[src/rtl/burst_req_pkg.sv]
package burst_req_pkg;

    localparam int F_RRDY = 0;
    localparam int F_XRDY = 1;
    localparam int F_RDR  = 2;
    localparam int F_XDR  = 3;
    localparam int F_AERR = 4;
    localparam int NFLAG  = 5;

    typedef enum logic [1:0] {
        BR_IDLE  = 2'd0,
        BR_FULL  = 2'd1,
        BR_DRAIN = 2'd2
    } burst_state_t;

endpackage

[src/rtl/burst_fsm.sv]
module burst_fsm
    import burst_req_pkg::*;
#(
    parameter int CNT_W = 16
) (
    input  logic             clk,
    input  logic             rst_n,
    input  logic             en,
    input  logic             clr,
    input  logic             start_full,
    input  logic             start_drain,
    input  logic [CNT_W-1:0] full_len,
    input  logic [CNT_W-1:0] drain_len,
    input  logic             acc,
    output logic             req
);

    burst_state_t     state_q, state_d;
    logic [CNT_W-1:0] cnt_q, cnt_d;

    always_comb begin
        state_d = state_q;
        cnt_d   = cnt_q;
        if (clr || !en) begin
            state_d = BR_IDLE;
            cnt_d   = '0;
        end else begin
            unique case (state_q)
                BR_IDLE: begin
                    if (start_full) begin
                        state_d = BR_FULL;
                        cnt_d   = full_len;
                    end else if (start_drain) begin
                        state_d = BR_DRAIN;
                        cnt_d   = drain_len;
                    end
                end
                BR_FULL, BR_DRAIN: begin
                    if (acc) begin
                        if (cnt_q <= 1) begin
                            state_d = BR_IDLE;
                            cnt_d   = '0;
                        end else begin
                            cnt_d = cnt_q - 1'b1;
                        end
                    end
                end
                default: begin
                    state_d = BR_IDLE;
                    cnt_d   = '0;
                end
            endcase
        end
    end

    always_ff @(posedge clk or negedge rst_n) begin
        if (!rst_n) begin
            state_q <= BR_IDLE;
            cnt_q   <= '0;
        end else begin
            state_q <= state_d;
            cnt_q   <= cnt_d;
        end
    end

    always_comb begin
        unique case (state_q)
            BR_FULL, BR_DRAIN: req = 1'b1;
            default:           req = 1'b0;
        endcase
    end

    // a request only ends through an access, a clear or a disable
    a_r3_req_fall_cause: assert property (@(posedge clk) disable iff (!rst_n)
        $fell(req) |-> $past(acc || clr || !en));

    a_r5_req_hold: assert property (@(posedge clk) disable iff (!rst_n)
        (req && !acc && !clr && en) |=> req);

endmodule

[src/rtl/w1c_flags.sv]
module w1c_flags #(
    parameter int N = 5
) (
    input  logic         clk,
    input  logic         rst_n,
    input  logic [N-1:0] set,
    input  logic [N-1:0] w1c,
    output logic [N-1:0] flags
);

    for (genvar i = 0; i < N; i++) begin : g_flag
        always_ff @(posedge clk or negedge rst_n) begin
            if (!rst_n)      flags[i] <= 1'b0;
            else if (w1c[i]) flags[i] <= 1'b0;
            else if (set[i]) flags[i] <= 1'b1;
        end

        // condition without a clear sets the flag at the next edge
        a_r6_set_seen: assert property (@(posedge clk) disable iff (!rst_n)
            (set[i] && !w1c[i]) |=> flags[i]);

        // a clear always empties the flag at the next edge
        a_r6_clear_wins: assert property (@(posedge clk) disable iff (!rst_n)
            w1c[i] |=> !flags[i]);
    end

endmodule

[src/rtl/burst_req_ctrl.sv]
module burst_req_ctrl
    import burst_req_pkg::*;
#(
    parameter int DEPTH = 32,
    parameter int CNT_W = 16,
    localparam int LVL_W = $clog2(DEPTH + 1),
    localparam int TH_W  = $clog2(DEPTH)
) (
    input  logic             clk,
    input  logic             rst_n,
    input  logic [LVL_W-1:0] rx_level,
    input  logic [LVL_W-1:0] tx_level,
    input  logic             host_rd,
    input  logic             host_wr,
    input  logic [TH_W-1:0]  rx_thresh,
    input  logic [TH_W-1:0]  tx_thresh,
    input  logic [CNT_W-1:0] xfer_len,
    input  logic             xfer_start,
    input  logic             rx_dma_en,
    input  logic             tx_dma_en,
    input  logic             rx_drain_en,
    input  logic             tx_drain_en,
    input  logic             rx_clr,
    input  logic             tx_clr,
    input  logic [NFLAG-1:0] flag_w1c,
    output logic             rd_accept,
    output logic             wr_accept,
    output logic             rx_flush,
    output logic             tx_flush,
    output logic             rx_dma_req,
    output logic             tx_dma_req,
    output logic [NFLAG-1:0] irq_flags,
    output logic [CNT_W-1:0] rx_stat,
    output logic [CNT_W-1:0] tx_stat,
    output logic             tx_can_send
);

    localparam logic [LVL_W-1:0] FULL_LVL = LVL_W'(DEPTH);

    logic [CNT_W-1:0] rx_left_q, tx_left_q;
    logic [CNT_W-1:0] rx_burst, tx_burst;
    logic [CNT_W-1:0] rx_lvl_x, tx_lvl_x;
    logic             rx_full_c, rx_drain_c, tx_xrdy_c, tx_drain_c;
    logic             rx_bad, tx_bad;
    logic [NFLAG-1:0] flag_set;

    assign rx_burst = CNT_W'(rx_thresh) + 1'b1;
    assign tx_burst = CNT_W'(tx_thresh) + 1'b1;
    assign rx_lvl_x = CNT_W'(rx_level);
    assign tx_lvl_x = CNT_W'(tx_level);

    // host access gating
    assign rx_bad    = host_rd && (rx_level == '0);
    assign tx_bad    = host_wr && (tx_level == FULL_LVL);
    assign rd_accept = host_rd && !rx_bad && !rx_clr;
    assign wr_accept = host_wr && !tx_bad && !tx_clr;
    assign rx_flush  = rx_clr;
    assign tx_flush  = tx_clr;
    assign tx_can_send = (tx_level != '0);

    // burst and drain conditions
    assign rx_full_c  = (rx_lvl_x >= rx_burst);
    assign rx_drain_c = rx_drain_en && (rx_left_q != '0) &&
                        (rx_left_q < rx_burst) && (rx_lvl_x == rx_left_q);
    assign tx_xrdy_c  = (tx_left_q != '0) && (tx_lvl_x < tx_burst);
    assign tx_drain_c = tx_drain_en && (tx_left_q != '0) && (tx_left_q < tx_burst);

    // remaining-byte counters
    always_ff @(posedge clk or negedge rst_n) begin
        if (!rst_n) begin
            rx_left_q <= '0;
            tx_left_q <= '0;
        end else if (xfer_start) begin
            rx_left_q <= xfer_len;
            tx_left_q <= xfer_len;
        end else begin
            if (rd_accept && rx_left_q != '0) rx_left_q <= rx_left_q - 1'b1;
            if (wr_accept && tx_left_q != '0) tx_left_q <= tx_left_q - 1'b1;
        end
    end

    assign rx_stat = rx_left_q;
    assign tx_stat = tx_left_q;

    burst_fsm #(.CNT_W(CNT_W)) u_rx_burst (
        .clk         (clk),
        .rst_n       (rst_n),
        .en          (rx_dma_en),
        .clr         (rx_clr),
        .start_full  (rx_full_c),
        .start_drain (rx_drain_c),
        .full_len    (rx_burst),
        .drain_len   (rx_left_q),
        .acc         (rd_accept),
        .req         (rx_dma_req)
    );

    burst_fsm #(.CNT_W(CNT_W)) u_tx_burst (
        .clk         (clk),
        .rst_n       (rst_n),
        .en          (tx_dma_en),
        .clr         (tx_clr),
        .start_full  ((tx_level == '0) && (tx_left_q != '0) && !tx_drain_c),
        .start_drain ((tx_level == '0) && tx_drain_c),
        .full_len    (tx_burst),
        .drain_len   (tx_left_q),
        .acc         (wr_accept),
        .req         (tx_dma_req)
    );

    always_comb begin
        flag_set         = '0;
        flag_set[F_RRDY] = rx_full_c;
        flag_set[F_XRDY] = tx_xrdy_c;
        flag_set[F_RDR]  = rx_drain_c;
        flag_set[F_XDR]  = tx_drain_c;
        flag_set[F_AERR] = rx_bad || tx_bad;
    end

    w1c_flags #(.N(NFLAG)) u_flags (
        .clk   (clk),
        .rst_n (rst_n),
        .set   (flag_set),
        .w1c   (flag_w1c),
        .flags (irq_flags)
    );

    // a read from an empty receive FIFO shows up as an access error
    a_r7_empty_read_flags: assert property (@(posedge clk) disable iff (!rst_n)
        (host_rd && rx_level == '0 && !flag_w1c[F_AERR]) |=> irq_flags[F_AERR]);

    // an accepted read lowers the receive count by one
    a_r8_rx_count_step: assert property (@(posedge clk) disable iff (!rst_n)
        (rd_accept && rx_stat != '0 && !xfer_start) |=> (rx_stat == $past(rx_stat) - 1'b1));

endmodule

[config.mk]
export PLATFORM = sky130hd
export DESIGN_NAME = burst_req_ctrl
export DESIGN_NICKNAME = d
export VERILOG_FILES = /design/src/rtl/burst_req_pkg.sv /design/src/rtl/burst_fsm.sv /design/src/rtl/w1c_flags.sv /design/src/rtl/burst_req_ctrl.sv
export SDC_FILE = /design/constraint.sdc
export NUM_CORES = 1
export LEC_CHECK = 0
export ABC_AREA = 1
export BUFFER_PORTS_ARGS = -buffer_cell sky130_fd_sc_hd__buf_4
export CAP_MARGIN = 20
export CORE_ASPECT_RATIO = 1.1
export CORE_MARGIN = 4
export CORE_UTILIZATION = 58
export CTS_CLUSTER_SIZE = 40
export DETAILED_ROUTE_END_ITERATION = 8
export PLACE_DENSITY = 0.79
export SLEW_MARGIN = 20
export SYNTH_ARGS = -nofsm -noshare
export SYNTH_HDL_FRONTEND = slang
export SYNTH_SLANG_ARGS = --single-unit
[constraint.sdc]
create_clock -name clk -period 2.9 [get_ports clk]
set_clock_uncertainty 0.2 [all_clocks]
set_input_delay 0.29 -clock clk [delete_from_list [all_inputs] [get_ports clk]]
set_output_delay 0.29 -clock clk [all_outputs]
set_load 0.1 [all_outputs]
==> results of run 1 <==
## layout by cell type (no fill, tap or decap), types with 11 or more instances in the layout
cell	instances
o21ai_0	37
dfrtp_1	73
inv_1	95
ha_1	28
dlygate4sd3_1	16
nand2_1	214
nand4_1	22
o21ai_1	21
xor2_1	22
buf_4	104
nor3_1	11
a31oi_1	11
nand3_1	69
xnor2_1	12
a21oi_1	19
o211ai_1	11
nor2_1	82
## repair_timing
action / CTS / global route
gates resized for setup: 0 / 2
setup endpoints to repair: 0 / 6
hold buffers: 16 / 0
hold endpoints to repair: 89 / 0
## path summary, 6_finish.rpt
check / end / slack [ns] / cells after the start
setup reg to reg: u_rx_burst.cnt_q[14] / 0.33 / 14
setup / recovery: u_rx_burst.cnt_q[14] / 0.33 / 14
hold reg to reg: u_flags.flags[0] / 0.30 / 2
min in group asynchronous: u_flags.flags[0] / 0.40 / 2
hold / removal: rx_stat[10] / 0.04 / 3
max in group asynchronous: u_tx_burst.state_q[1] / 1.47 / 2
## power breakdown
| part | switching (mW) | internal (mW) |
|---|---|---|
| clock | 0.428 | 0.511 |
| combinational | 1.08 | 0.454 |
| sequential | 0.145 | 1.10 |
## sequential cells by signal (all words and copies together), names as in the netlist
| register | count |
|---|---|
| u_tx_burst.cnt_q | 16 |
| rx_stat | 16 |
| u_rx_burst.state_q | 2 |
| u_tx_burst.state_q | 2 |
| tx_stat | 16 |
| u_rx_burst.cnt_q | 16 |
| u_flags.flags | 5 |
## layer usage
metal / up-vias / global-route usage, % / share of wire [%]
met3: 42 / 4.04 / 4.6
met1: 2741 / 33.7 / 39
li1: 2901 / - / -
met2: 170 / 52.6 / 54
met5: - / 0 / 0
met4: 0 / 10.2 / 2.4
## worst register-to-register path, stage by stage (launching register included)
cell and delay [ns]:
dfrtp_1 0.45, inv_1 0.18, ha_1 0.19, inv_1 0.04, nor2_1 0.15, nand2_1 0.12
nor2_2 0.23, inv_1 0.15, nand4_1 0.12, nor2_1 0.04, nand2_1 0.11, nand2_2 0.13
nand2_4 0.20, nand2_1 0.09, o21ai_1 0.09
## logic make-up (layout without fill, tap and decap cells)
family,count (synthesis),after routing,share of synthesized area (%)
AOI/OAI and AO/OA,115,115,11.7
xor gates and xnor gates,34,34,5.22
adders and majority gates,28,28,6.14
buffers and inverters,125,242,9.12
DFF,73,73,32.0
and+or+nand+nor,443,443,35.8
## stage by stage
step	setup slack [ns]	area (µm²)	instances
after floorplan	0.00824	5710	818
after global placement	0.209	6520	1020
after detailed placement	-0.0163	6520	1020
after CTS	0.271	6910	1052
after global routing	0.0682	6920	1052
final	0.335	6920	1052
## final cells by class
type	count	area (µm²)
sequential	73	1830
multi-input combinational	620	3380
clock buffer	10	138
fill	793	2570
clock inverter	6	90.1
tap	117	146
timing repair buffer	120	941
inverter	106	400
==> results.md, run 1 <==
- Status: finished, final reports clean
- Slowest Stage Delay on Critical Path: 0.45 ns
- Hpwl dp: 12.2 mm
- Global-route wire length before repair: 26.9 mm
- RSZ-0062 raised after global routing: false
- Number of synthesized register bits: 73
- Vias in the first global route: 5883
- Maximum VDD drop: 0.253 mV
- Minimum clock period: 2.57 ns
- Die X: 103 µm
- Tot GR Track Use: 28.8%
- Pin count of the biggest net entering global routing: 74
- Hold Crit Class: primary input to flop
- Ys Warns: 0
- Mapped Cells: 818
- Mapped Area: 5700 µm²
- Area leader, netlist: dfrtp_1
- Core area: 9490 µm²
- Sequential share of the synthesized area: 32.0%
- Max Buffers Root-to-Sink: 2
- DRT antenna net count: 0
- Period Utilization, post-route: 88.5%
- Setup-failing EPs final: 0
- Antenna violations before repair: 0
- Routed len/inst: 15.2 µm
- Commonest cells in the netlist: 214 x nand2_1, 95 x inv_1, 82 x nor2_1
- Share of cells above drive strength 1: 17.5%
- Initial Util: 60.1%
- CTS tree: built
- First-iteration detailed-routing DRC count: 264
- First-pass iteration count of the detailed router: 5
- R2r startpoint: rx_stat[0]
- Final-report hold violation count: 0
- CP max-delay cell: dfrtp_1
- Vias: 5854
- Maximum clock frequency: 0.390 GHz
- Syn_area_per_cell: 6.97 µm²
- Worst Path Required: 2.99 ns
- H-tree depth: 3
- Total gr overflow: 0
- WS Path Type: flop to flop
- Setup Fix Bufs, Post-CTS: 0
- CP delay by family, top: simple AND/OR/NAND/NOR gates
- Row cnt: 37
- Clock sinks: 73
- CP bufs+invs: 3
- Area share of the largest cell type after synthesis: 32.0%
- Tot Pwr: 3.72 mW
- CTS root buffer: clkbuf_8
- Main synth FF type: dfrtp_1
- Cell Chain, Critical Path: inv_1 -> ha_1 -> inv_1 -> nor2_1 -> nand2_1 -> nor2_2 -> inv_1 -> nand4_1 -> nor2_1 -> nand2_1 -> nand2_2 -> nand2_4 -> nand2_1 -> o21ai_1
- GPL Wtd Cong: 0.947
- Total CTS buffers: 9
- Setup crit end kind: flop
- Drt via density: 5.56
- Data arrival, critical path: 2.65 ns
- Startpoint types: flop
- Die height: 112 µm
- Finished Core Util: 72.9%
- Min-delay src: xfer_len[10]
- DRC: 0
- Final wirelength: 16.0 mm
- Crit-path max FO: 16
- Max_slew headroom: 37.2%
- WHS: 0.0383 ns
- Synth area leaders: dfrtp_1 32%, nand2_1 14%, inv_1 6.3%
- Setup tns final: 0 ns
- Area growth from synthesis to layout: 21.3%
- Die area: 11500 µm²
- Cell Pwr Density: 537 nW/µm²
- N_diodes: 0
- Final nets: 1012
- Count leader, synth: nand2_1
- Clock slew at reported path FFs: 0.09 ns
- Boundary pin count: 98
- Worst-Skew Late Latency: 0.36 ns
- Worst Tran Pin Value: 0.942 ns
- Syn Nets: 900
- FFs w/ async S/R, synth: 100%
- Number of max-cap violations: 0
- Static leakage: 3.58 nW
- Distinct cells, synth: 45
- Max Slew Vio Count: 0
- Port buffer count: 97
- Critical Path Start: rx_stat[0]
- Post-synth EDFFs: 0
Power figures use the tool's default switching activity.
==> run 2, diff against run 1 <==
- CORE_UTILIZATION: 58 -> 59
- SYNTH_HIERARCHICAL: default -> 1
==> run 2 against run 1 <==
  * Core utilization up 1.3 points
  * Highest routed layer unchanged
  * Sequential share of layout area down 3.0 points
  * Synthesized cell count up 17%
  * Clock power up 30%
  * First-iteration DRC count up 79%
  * Largest power group unchanged
  * Combinational power up 59%
  * Area after synthesis up 13%
  * Wire length up 9.2%
  * Critical path type unchanged
  * Worst hold slack worse by 0.028 ns
==> results.md, run 2 <==
- Status: finished, final reports clean (unchanged)
- Total CTS buffers: 9 (unchanged)
- CP max-delay cell: dfrtp_2 (was dfrtp_1)
- Period Utilization, post-route: 91.0% (was 88.5%)
- CP bufs+invs: 2 (was 3)
- WS Path Type: flop to flop (unchanged)
- Worst Path Required: 2.92 ns (was 2.99 ns)
- Ys Warns: 6 (was 0)
- CTS tree: built (unchanged)
- Max Slew Vio Count: 0 (unchanged)
- First-iteration detailed-routing DRC count: 472 (was 264)
- Filler cell count: 915 (was 793)
- Syn_area_per_cell: 6.74 µm² (was 6.97 µm²)
- R2r startpoint: tx_stat[0] (was rx_stat[0])
- Hold endpoint: rx_stat[11] (was rx_stat[10])
- Hold Crit Depth: 3 (unchanged)
- Mapped Area: 6460 µm² (was 5700 µm²)
- Maximum VDD drop: 0.467 mV (was 0.253 mV)
- Area occupied by multi-input gates: 4150 µm² (was 3380 µm²)
- Capture point of the worst reg-to-reg path: u_tx_burst/cnt_q[3] (was u_rx_burst.cnt_q[14])
- Setup Fix Bufs, Post-CTS: 0 (unchanged)
- Die height: 118 µm (was 112 µm)
- Area share of the largest cell type after synthesis: 28.3% (was 32.0%)
- RSZ-0062 raised after global routing: false (unchanged)
- Synth area leaders: dfrtp_1 28%, nand2_1 20%, inv_1 5.6% (was dfrtp_1 32%, nand2_1 14%, inv_1 6.3%)
- Data arrival, critical path: 2.66 ns (was 2.65 ns)
- Number of synthesized register bits: 73 (unchanged)
- Sequential cell area: 1830 µm² (about the same)
- Clock sinks: 73 (unchanged)
- Die X: 108 µm (was 103 µm)
- Min-delay src: xfer_len[11] (was xfer_len[10])
- Slowest Stage Delay on Critical Path: 0.45 ns (about the same)
- R2R setup slack: 0.26 ns (was 0.33 ns)
- Main synth FF type: dfrtp_1 (unchanged)
- Crit path depth: 14 (unchanged)
- Setup crit end kind: flop (unchanged)
- Global-route wire length before repair: 29.3 mm (was 26.9 mm)
- First-pass iteration count of the detailed router: 5 (unchanged)
- Routed len/inst: 14.1 µm (was 15.2 µm)
- Setup tns final: 0 ns (unchanged)
- Die area: 12700 µm² (was 11500 µm²)
- Static leakage: 4.29 nW (was 3.58 nW)
- Initial Util: 61.3% (was 60.1%)
- Sequential share of the synthesized area: 28.3% (was 32.0%)
- Max Buffers Root-to-Sink: 2 (unchanged)
- Final-report hold violation count: 0 (unchanged)
- WHS: 0.00985 ns (was 0.0383 ns)
- Worst-Skew Late Latency: 0.33 ns (was 0.36 ns)
- DRC: 0 (unchanged)
- Most frequent cells in the layout: 351 x nand2_1, 116 x buf_4, 96 x inv_1 (was 214 x nand2_1, 104 x buf_4, 95 x inv_1)
- Area growth from synthesis to layout: 21.0% (was 21.3%)
- Final wirelength: 17.5 mm (was 16.0 mm)
- Hold Crit Class: primary input to flop (unchanged)
- Row cnt: 39 (was 37)
- Crit-path max FO: 16 (unchanged)
- Most frequent CP cell: nand2_1
- Number of max-cap violations: 0 (unchanged)
- Minimum clock period: 2.64 ns (was 2.57 ns)
- Core area: 10500 µm² (was 9490 µm²)
- Mapped Cells: 958 (was 818)
- Setup-failing EPs final: 0 (unchanged)
- Resize count post-CTS: 0 (unchanged)
- Maximum clock frequency: 0.379 GHz (was 0.390 GHz)
- Startpoint types: flop (unchanged)
- Vias in the first global route: 5984 (was 5883)
- N_diodes: 0 (unchanged)
- CTS root buffer: clkbuf_16 (was clkbuf_8)
- Distinct cells, synth: 41 (was 45)
- Boundary pin count: 98 (unchanged)
- Worst Tran Pin Value: 0.969 ns (was 0.942 ns)
- Area leader, netlist: dfrtp_1 (unchanged)
- Antenna violations before repair: 0 (unchanged)
- Vias: 6520 (was 5854)
- Hold_buf cts: 6 (was 16)
- Most common cell after layout, fill and taps aside: nand2_1 (unchanged)
- R2R depth: 14 (unchanged)
- Share of cells above drive strength 1: 20.8% (was 17.5%)
- Clock slew at reported path FFs: 0.06 ns (was 0.09 ns)
- DRT antenna net count: 0 (unchanged)
- Drt via density: 5.27 (was 5.56)
- Cell Pwr Density: 642 nW/µm² (was 537 nW/µm²)
- H-tree depth: 3 (unchanged)
- Total gr overflow: 0 (unchanged)
- Count leader, synth: nand2_1 (unchanged)
- Cell Chain, Critical Path: inv_1 -> ha_1 -> nand2_1 -> nor2_4 -> nand2_4 -> nand2_1 -> a21oi_1 -> nor2_4 -> nand3_2 -> nand2_4 -> nor3_4 -> buf_4 -> nand2_1 -> nand2_1 (was inv_1 -> ha_1 -> inv_1 -> nor2_1 -> nand2_1 -> nor2_2 -> inv_1 -> nand4_1 -> nor2_1 -> nand2_1 -> nand2_2 -> nand2_4 -> nand2_1 -> o21ai_1)
- Port buffer count: 97 (unchanged)
- Max_slew headroom: 35.4% (was 37.2%)
- Pin count of the biggest net entering global routing: 74 (unchanged)
- Post-synth EDFFs: 0 (unchanged)
- FFs w/ async S/R, synth: 100% (unchanged)
- GPL Wtd Cong: 0.923 (was 0.947)
- Commonest cells in the netlist: 351 x nand2_1, 96 x inv_1, 87 x nor2_1 (was 214 x nand2_1, 95 x inv_1, 82 x nor2_1)
- Hpwl dp: 13.1 mm (was 12.2 mm)
- Tot GR Track Use: 28.2% (was 28.8%)
- Final nets: 1171 (was 1012)
- CP delay by family, top: simple AND/OR/NAND/NOR gates (unchanged)
run 2: cell types whose count changed after synthesis, moves of 12 or more:
cell / delta
a22oi_1: +25
nand2_1: +137
nand3_1: -27
nand3b_1: +12
nor2_2: +12
nor2_4: +17
run 2: cells by family (layout without fill, tap and decap cells):
logic type | after synthesis | count (layout) | synth area share (%)
simple gates | 586 | 586 | 42.5
buf+inv | 129 | 246 | 8.68
compound gates | 110 | 110 | 10.9
flops | 73 | 73 | 28.3
xor+xnor | 31 | 31 | 4.20
fa+ha+maj | 28 | 28 | 5.42
other cells | 1 | 20 | 0.0580
run 2: stage by stage:
stage,total power [mW],area [µm²],util (%),std cells,setup WS (ns)
6_report,5.02,7820,74.2,1237,0.260
4_1_cts,5.03,7820,74.2,1237,0.255
3_3_place_gp,3.75,7430,70.5,1215,0.144
3_5_place_dp,3.77,7430,70.5,1215,0.0843
2_1_floorplan,3.21,6540,-,977,0.0238
5_1_grt,5.35,7820,74.2,1237,0.0673
run 2: how the worst max path moves through the flow:
stage / endpoint / from / slack, ns
after floorplan: u_rx_burst/cnt_q[5] / rx_stat[1] / 0.02
after global placement: u_tx_burst/cnt_q[14] / tx_thresh[0] / 0.14
after detailed placement: u_tx_burst/cnt_q[10] / tx_thresh[0] / 0.08
after CTS: u_tx_burst/cnt_q[13] / tx_stat[0] / 0.26
after global routing: u_tx_burst/cnt_q[13] / tx_stat[0] / 0.07
final: u_tx_burst/cnt_q[3] / tx_stat[0] / 0.26
run 2: area by class of cell:
cell class / instances / share of cell area (%)
clock buffer: 11 / 3.11
clock inverter: 5 / 1.01
inverter: 108 / 5.25
multi-input combinational: 775 / 53.0
sequential: 73 / 23.4
tap: 143 / 2.29
timing repair buffer: 122 / 11.9
run 2: report_power, final:
group          switching, mW  internal (mW)  leakage, nW  total (mW)
logic                   1.67          0.765         3.18        2.44
registers              0.216           1.14        0.952        1.36
clock network          0.445          0.776        0.159        1.22
run 2: metal layers:
metal	global-route usage (%)	up-vias	wire length (µm)
met5	0	-	0
met4	7.89	0	259
met3	3.40	21	1190
met2	43.2	237	7920
met1	41.7	2984	8130
li1	-	3278	-
run 2: tightest hold or removal path, cell delays in order:
cell and delay (ns):
buf_4 0.08, nand2_1 0.06, nand3_1 0.07
